===== config.mk =====
export PLATFORM = sky130hd
export DESIGN_NAME = exc_boundary_arbiter
export DESIGN_NICKNAME = d
export VERILOG_FILES = /design/src/rtl/exc_pkg.sv /design/src/rtl/exc_irq_gate.sv /design/src/rtl/exc_select.sv /design/src/rtl/exc_sr_next.sv /design/src/rtl/exc_boundary_arbiter.sv
export SDC_FILE = /design/constraint.sdc
export NUM_CORES = 1
export LEC_CHECK = 0
export BUFFER_PORTS_ARGS = -buffer_cell sky130_fd_sc_hd__buf_2
export CAP_MARGIN = 10
export CORE_MARGIN = 3
export CORE_UTILIZATION = 50
export CTS_CLUSTER_SIZE = 10
export DETAILED_ROUTE_END_ITERATION = 12
export PLACE_DENSITY = 0.8
export SYNTH_ARGS = -nofsm -noshare
export SYNTH_HDL_FRONTEND = slang
export SYNTH_HIERARCHICAL = 1
export SYNTH_SLANG_ARGS = --single-unit

===== constraint.sdc =====
create_clock -name clk -period 4.8 [get_ports clk]
set_clock_uncertainty 0.15 [all_clocks]
set_input_delay 0.96 -clock clk [delete_from_list [all_inputs] [get_ports clk]]
set_output_delay 0.96 -clock clk [all_outputs]
set_load 0.1 [all_outputs]

===== src/rtl/exc_pkg.sv =====
package exc_pkg;

  typedef enum logic [1:0] {
    EXC_NONE  = 2'd0,
    EXC_TRACE = 2'd1,
    EXC_IRQ   = 2'd2,
    EXC_TRAP  = 2'd3
  } exc_kind_e;

  localparam int SR_W      = 16;
  localparam int LVL_W     = 3;
  localparam int TRACE_BIT = 15;
  localparam int SUPV_BIT  = 13;
  localparam int MASK_LSB  = 8;
  localparam logic [SR_W-1:0] SR_RESET = 16'h2700;

endpackage


===== src/rtl/exc_irq_gate.sv =====
module exc_irq_gate #(
  parameter int LVL_W = 3
) (
  input  logic [LVL_W-1:0] level_i,
  input  logic [LVL_W-1:0] mask_i,
  output logic             accept_o
);
  localparam logic [LVL_W-1:0] LVL_TOP = {LVL_W{1'b1}};

  logic above_mask;
  logic non_maskable;

  always_comb begin
    above_mask   = (level_i > mask_i);
    non_maskable = (level_i == LVL_TOP);
    accept_o     = above_mask | non_maskable;
  end
endmodule


===== src/rtl/exc_select.sv =====
module exc_select
  import exc_pkg::*;
(
  input  logic      eval_i,
  input  logic      trap_i,
  input  logic      trace_en_i,
  input  logic      irq_ok_i,
  output exc_kind_e kind_o
);
  always_comb begin
    kind_o = EXC_NONE;
    if (eval_i) begin
      if (trap_i)          kind_o = EXC_TRAP;
      else if (trace_en_i) kind_o = EXC_TRACE;
      else if (irq_ok_i)   kind_o = EXC_IRQ;
    end
  end
endmodule


===== src/rtl/exc_sr_next.sv =====
module exc_sr_next
  import exc_pkg::*;
#(
  parameter int SR_W      = 16,
  parameter int LVL_W     = 3,
  parameter int TRACE_BIT = 15,
  parameter int SUPV_BIT  = 13,
  parameter int MASK_LSB  = 8
) (
  input  logic [SR_W-1:0]  sr_i,
  input  exc_kind_e        kind_i,
  input  logic [LVL_W-1:0] level_i,
  input  logic             rte_i,
  input  logic [SR_W-1:0]  rte_sr_i,
  output logic [SR_W-1:0]  sr_o
);
  localparam int MASK_MSB = MASK_LSB + LVL_W - 1;

  always_comb begin
    sr_o = sr_i;
    if (rte_i) begin
      sr_o = rte_sr_i;
    end else if (kind_i != EXC_NONE) begin
      sr_o[TRACE_BIT] = 1'b0;
      sr_o[SUPV_BIT]  = 1'b1;
      if (kind_i == EXC_IRQ) sr_o[MASK_MSB:MASK_LSB] = level_i;
    end
  end
endmodule


===== src/rtl/exc_boundary_arbiter.sv =====
module exc_boundary_arbiter
  import exc_pkg::*;
(
  input  logic             clk,
  input  logic             rst_n,
  input  logic             retire_i,
  input  logic             retire_trap_i,
  input  logic [LVL_W-1:0] irq_level_i,
  input  logic             rte_i,
  input  logic [SR_W-1:0]  rte_sr_i,
  output logic             take_o,
  output logic [1:0]       kind_o,
  output logic [SR_W-1:0]  stacked_sr_o,
  output logic [SR_W-1:0]  sr_o
);
  localparam int MASK_MSB = MASK_LSB + LVL_W - 1;

  logic [SR_W-1:0] sr_q, sr_d;
  logic [SR_W-1:0] stk_q;
  logic            take_q, take_d;
  exc_kind_e       kind_q, kind_d;
  logic            eval;
  logic            irq_ok;
  logic            sr_en;

  assign eval = retire_i & ~rte_i;

  exc_irq_gate #(.LVL_W(LVL_W)) u_gate (
    .level_i  (irq_level_i),
    .mask_i   (sr_q[MASK_MSB:MASK_LSB]),
    .accept_o (irq_ok)
  );

  exc_select u_sel (
    .eval_i     (eval),
    .trap_i     (retire_trap_i),
    .trace_en_i (sr_q[TRACE_BIT]),
    .irq_ok_i   (irq_ok),
    .kind_o     (kind_d)
  );

  exc_sr_next #(
    .SR_W(SR_W), .LVL_W(LVL_W), .TRACE_BIT(TRACE_BIT),
    .SUPV_BIT(SUPV_BIT), .MASK_LSB(MASK_LSB)
  ) u_srn (
    .sr_i     (sr_q),
    .kind_i   (kind_d),
    .level_i  (irq_level_i),
    .rte_i    (rte_i),
    .rte_sr_i (rte_sr_i),
    .sr_o     (sr_d)
  );

  always_comb begin
    take_d = (kind_d != EXC_NONE);
    sr_en  = rte_i | take_d;
  end

  always_ff @(posedge clk or negedge rst_n) begin
    if (!rst_n) begin
      sr_q   <= SR_RESET;
      take_q <= 1'b0;
      kind_q <= EXC_NONE;
      stk_q  <= '0;
    end else begin
      take_q <= take_d;
      kind_q <= kind_d;
      if (sr_en)  sr_q  <= sr_d;
      if (take_d) stk_q <= sr_q;
    end
  end

  assign take_o       = take_q;
  assign kind_o       = kind_q;
  assign stacked_sr_o = stk_q;
  assign sr_o         = sr_q;


  no_take_without_retire_chk: assert property (@(posedge clk) disable iff (!rst_n)
    take_q |-> $past(retire_i && !rte_i));


  entry_sr_chk: assert property (@(posedge clk) disable iff (!rst_n)
    take_q |-> (!sr_q[TRACE_BIT] && sr_q[SUPV_BIT]));


  stack_image_chk: assert property (@(posedge clk) disable iff (!rst_n)
    take_q |-> (stk_q == $past(sr_q)));


  trap_wins_chk: assert property (@(posedge clk) disable iff (!rst_n)
    $past(retire_i && retire_trap_i && !rte_i) |-> (take_q && kind_q == EXC_TRAP));


  irq_mask_chk: assert property (@(posedge clk) disable iff (!rst_n)
    (take_q && kind_q == EXC_IRQ) |-> (sr_q[MASK_MSB:MASK_LSB] == $past(irq_level_i)));


  rte_load_chk: assert property (@(posedge clk) disable iff (!rst_n)
    $past(rte_i) |-> (sr_q == $past(rte_sr_i) && !take_q));
endmodule


==> results.toml <==
[yosys]
synth_warnings = 6
ys.flop_type = "dfrtp_1"
ys_types = 23
ys_seq_elements = 35
syn_inst = 120
synth_nets = 147
synthArstFlopShare_pct = 100
synth_area_mm2 = 0.00169
postSynthAreaPerCell_um2 = 14.0
ys_seq_area_share_pct = 52.3
synth_edf_count = 0

[worst_setup_path]
slowest_stage = "nor2_2"
required_ps = 4870
crit_family = "simple AND/OR/NAND/NOR gates"
worstSetupPathDepth = 8
cp-start-kind = "input pin"
r2r_start = "sr_o[9]"
crit_buf_inv = 1
crit_type = "in -> reg"
crit_path_max_fanout = 17
worstSetupEndpoint = "stacked_sr_o[2]"
end_kind = "flop"
crit_path_start = "irq_level_i[1]"
reg2reg_to = "stacked_sr_o[2]"
max_stage_delay_ps = 750
arrival_ps = 3290
path_cells = "buf_2 > ha_1 > a211oi_2 > o21ai_1 > nor2b_1 > o21a_1 > nor2_2 > mux2_2"
rr_worst_depth = 8
reg2reg_slack_ps = 1720

[timing]
hold_viol_final = 0
tightest_slew_ps = 883
rsz0062_at_grt = "false"
slew_violations = 0
fin_setup_tns_ps = 0
fmax_ghz = 0.310
fin_crit_ps = 3220
setup_viol = 0
min_period_over_period_pct = 67.1
slew_headroom_pct = 41.1

[floorplan]
die_h_um = 64.1
die_w_um = 64.1
start_util_pct = 53.9
coreArea_mm2 = 0.00313
dieArea_mm2 = 0.00410
ioPinCount = 59
num_rows = 20

[placement]
dp_hpwl_mm = 2.52
place.gp.congestion = 0.805
placed_cells = 218
port_buffers = 58

[clock_network]
cts_root_buffer = "clkbuf_4"
cts_inserted_buffers = 5
clock_latency_ps = 330
cts_resized = 0
clk_pin_slew_ps = 100
post-cts-setup-buffer-count = 0
hold_buffers = 0
h-tree-depth = 2
clk_path_buf_depth = 2
cts_tree = "built"
clock_sinks = 35

[status]
status = "finished, final reports clean"

[detailed_routing]
vias = 1168
drtIter0Drc = 24
final_antenna_net_count = 0
wl_mm = 3.43
drcViolationCount = 0
drt_first_pass_iters = 4
viasPerCell = 5.17
wl_per_cell_um = 15.2

[global_route]
grt_use_total_pct = 18.3
grt_overflow_total = 0
grt_max_degree = 36
grt_pass1_vias = 1215
grt_first_pass_wirelength_mm = 5.78
antenna_found_initial = 0

[final_layout]
stdcell_count = 226
drive_gt1_share_pct = 63.7
fin_nets = 208
n_antenna_cell = 0
syn2layout_area_growth_pct = 20.4

[run]
cap_violations = 0

[hold_path]
min_path_type = "reg -> reg"
[cells by family (layout without fill, tap and decap cells)]
logic type	after synthesis	after routing	share of synthesized area (%)
AND/OR/NAND/NOR	15	15	6.46
flip-flops	35	35	52.3
buffers and inverters	14	76	5.27
AO/OA/AOI/OAI	10	10	5.05
adder cells (fa/ha/maj)	3	3	2.23
multiplexers	43	43	28.7
[registers in the layout, summed over array words and instances, names as in the netlist]
signal / cells
kind_o: 2
sr_o: 16
stacked_sr_o: 16
take_o: 1
[stage by stage]
step,hold slack [ps],area (um2),utilization [%],worst slack [ps]
floorplan,514,1690,-,1760
global placement,333,1980,63.3,1300
CTS,367,2030,64.9,1560
detailed placement,343,1980,63.3,1210
global route,384,2030,64.9,1490
finish,363,2030,64.9,1580
[worst min-delay path by stage]
stage,cells past startpoint,to,start,slack [ps]
finish,1,stacked_sr_o[11],stacked_sr_o[11],360
global route,1,stacked_sr_o[4],stacked_sr_o[4],380
CTS,1,stacked_sr_o[11],stacked_sr_o[11],370
detailed placement,1,stacked_sr_o[11],stacked_sr_o[11],340
global placement,1,stacked_sr_o[13],stacked_sr_o[13],330
floorplan,0,kind_o[0],rst_n,510
[layer usage]
metal / track usage (%) / part of all wire [%]
met4: 4.85 / 1.1
met2: 31.7 / 53
met5: 0 / 0
met1: 21.8 / 41
met3: 5.80 / 5.4
[cells in the final DEF, fill, tap and decap left out, types with 2 or more instances in the layout]
master,instances
inv_1,10
o21a_1,2
buf_2,58
o311ai_1,3
clkbuf_1,2
nand2_1,4
mux2_2,43
nand4bb_1,3
clkbuf_4,5
dfstp_2,4
nand3_1,2
dfrtp_1,31
ha_1,3
nor2b_1,2
[cell usage after synthesis (2+ instances only)]
cell | count | share of area, %
buf_6 | 2 | 1.3
dfrtp_1 | 31 | 46
dfstp_2 | 4 | 6.2
ha_1 | 3 | 2.2
inv_1 | 10 | 2.2
mux2_2 | 43 | 29
nand2_1 | 4 | 0.89
nand3_1 | 2 | 0.59
nand4bb_1 | 3 | 2.0
nor2b_1 | 2 | 0.74
o21a_1 | 2 | 0.89
o311ai_1 | 3 | 1.6
[worst register-to-register path, cell delays in order, from the launching register on]
cell and delay [ps]:
dfstp_2 580, inv_1 50, ha_1 310, a211oi_2 190, o21ai_1 80, nor2b_1 120, o21a_1 310, nor2_2 750
mux2_2 420
[layout make-up]
| type | count | area, um2 |
|---|---|---|
| timing repair buffer | 58 | 290 |
| multi-input combinational | 71 | 716 |
| clock inverter | 1 | 5.00 |
| inverter | 10 | 37.5 |
| fill | 263 | 1100 |
| tap | 44 | 55.1 |
| sequential | 35 | 881 |
| clock buffer | 7 | 45.0 |
Power is not shown: default switching activity piles up to over one toggle a cycle in this logic, so the estimate is an artifact.
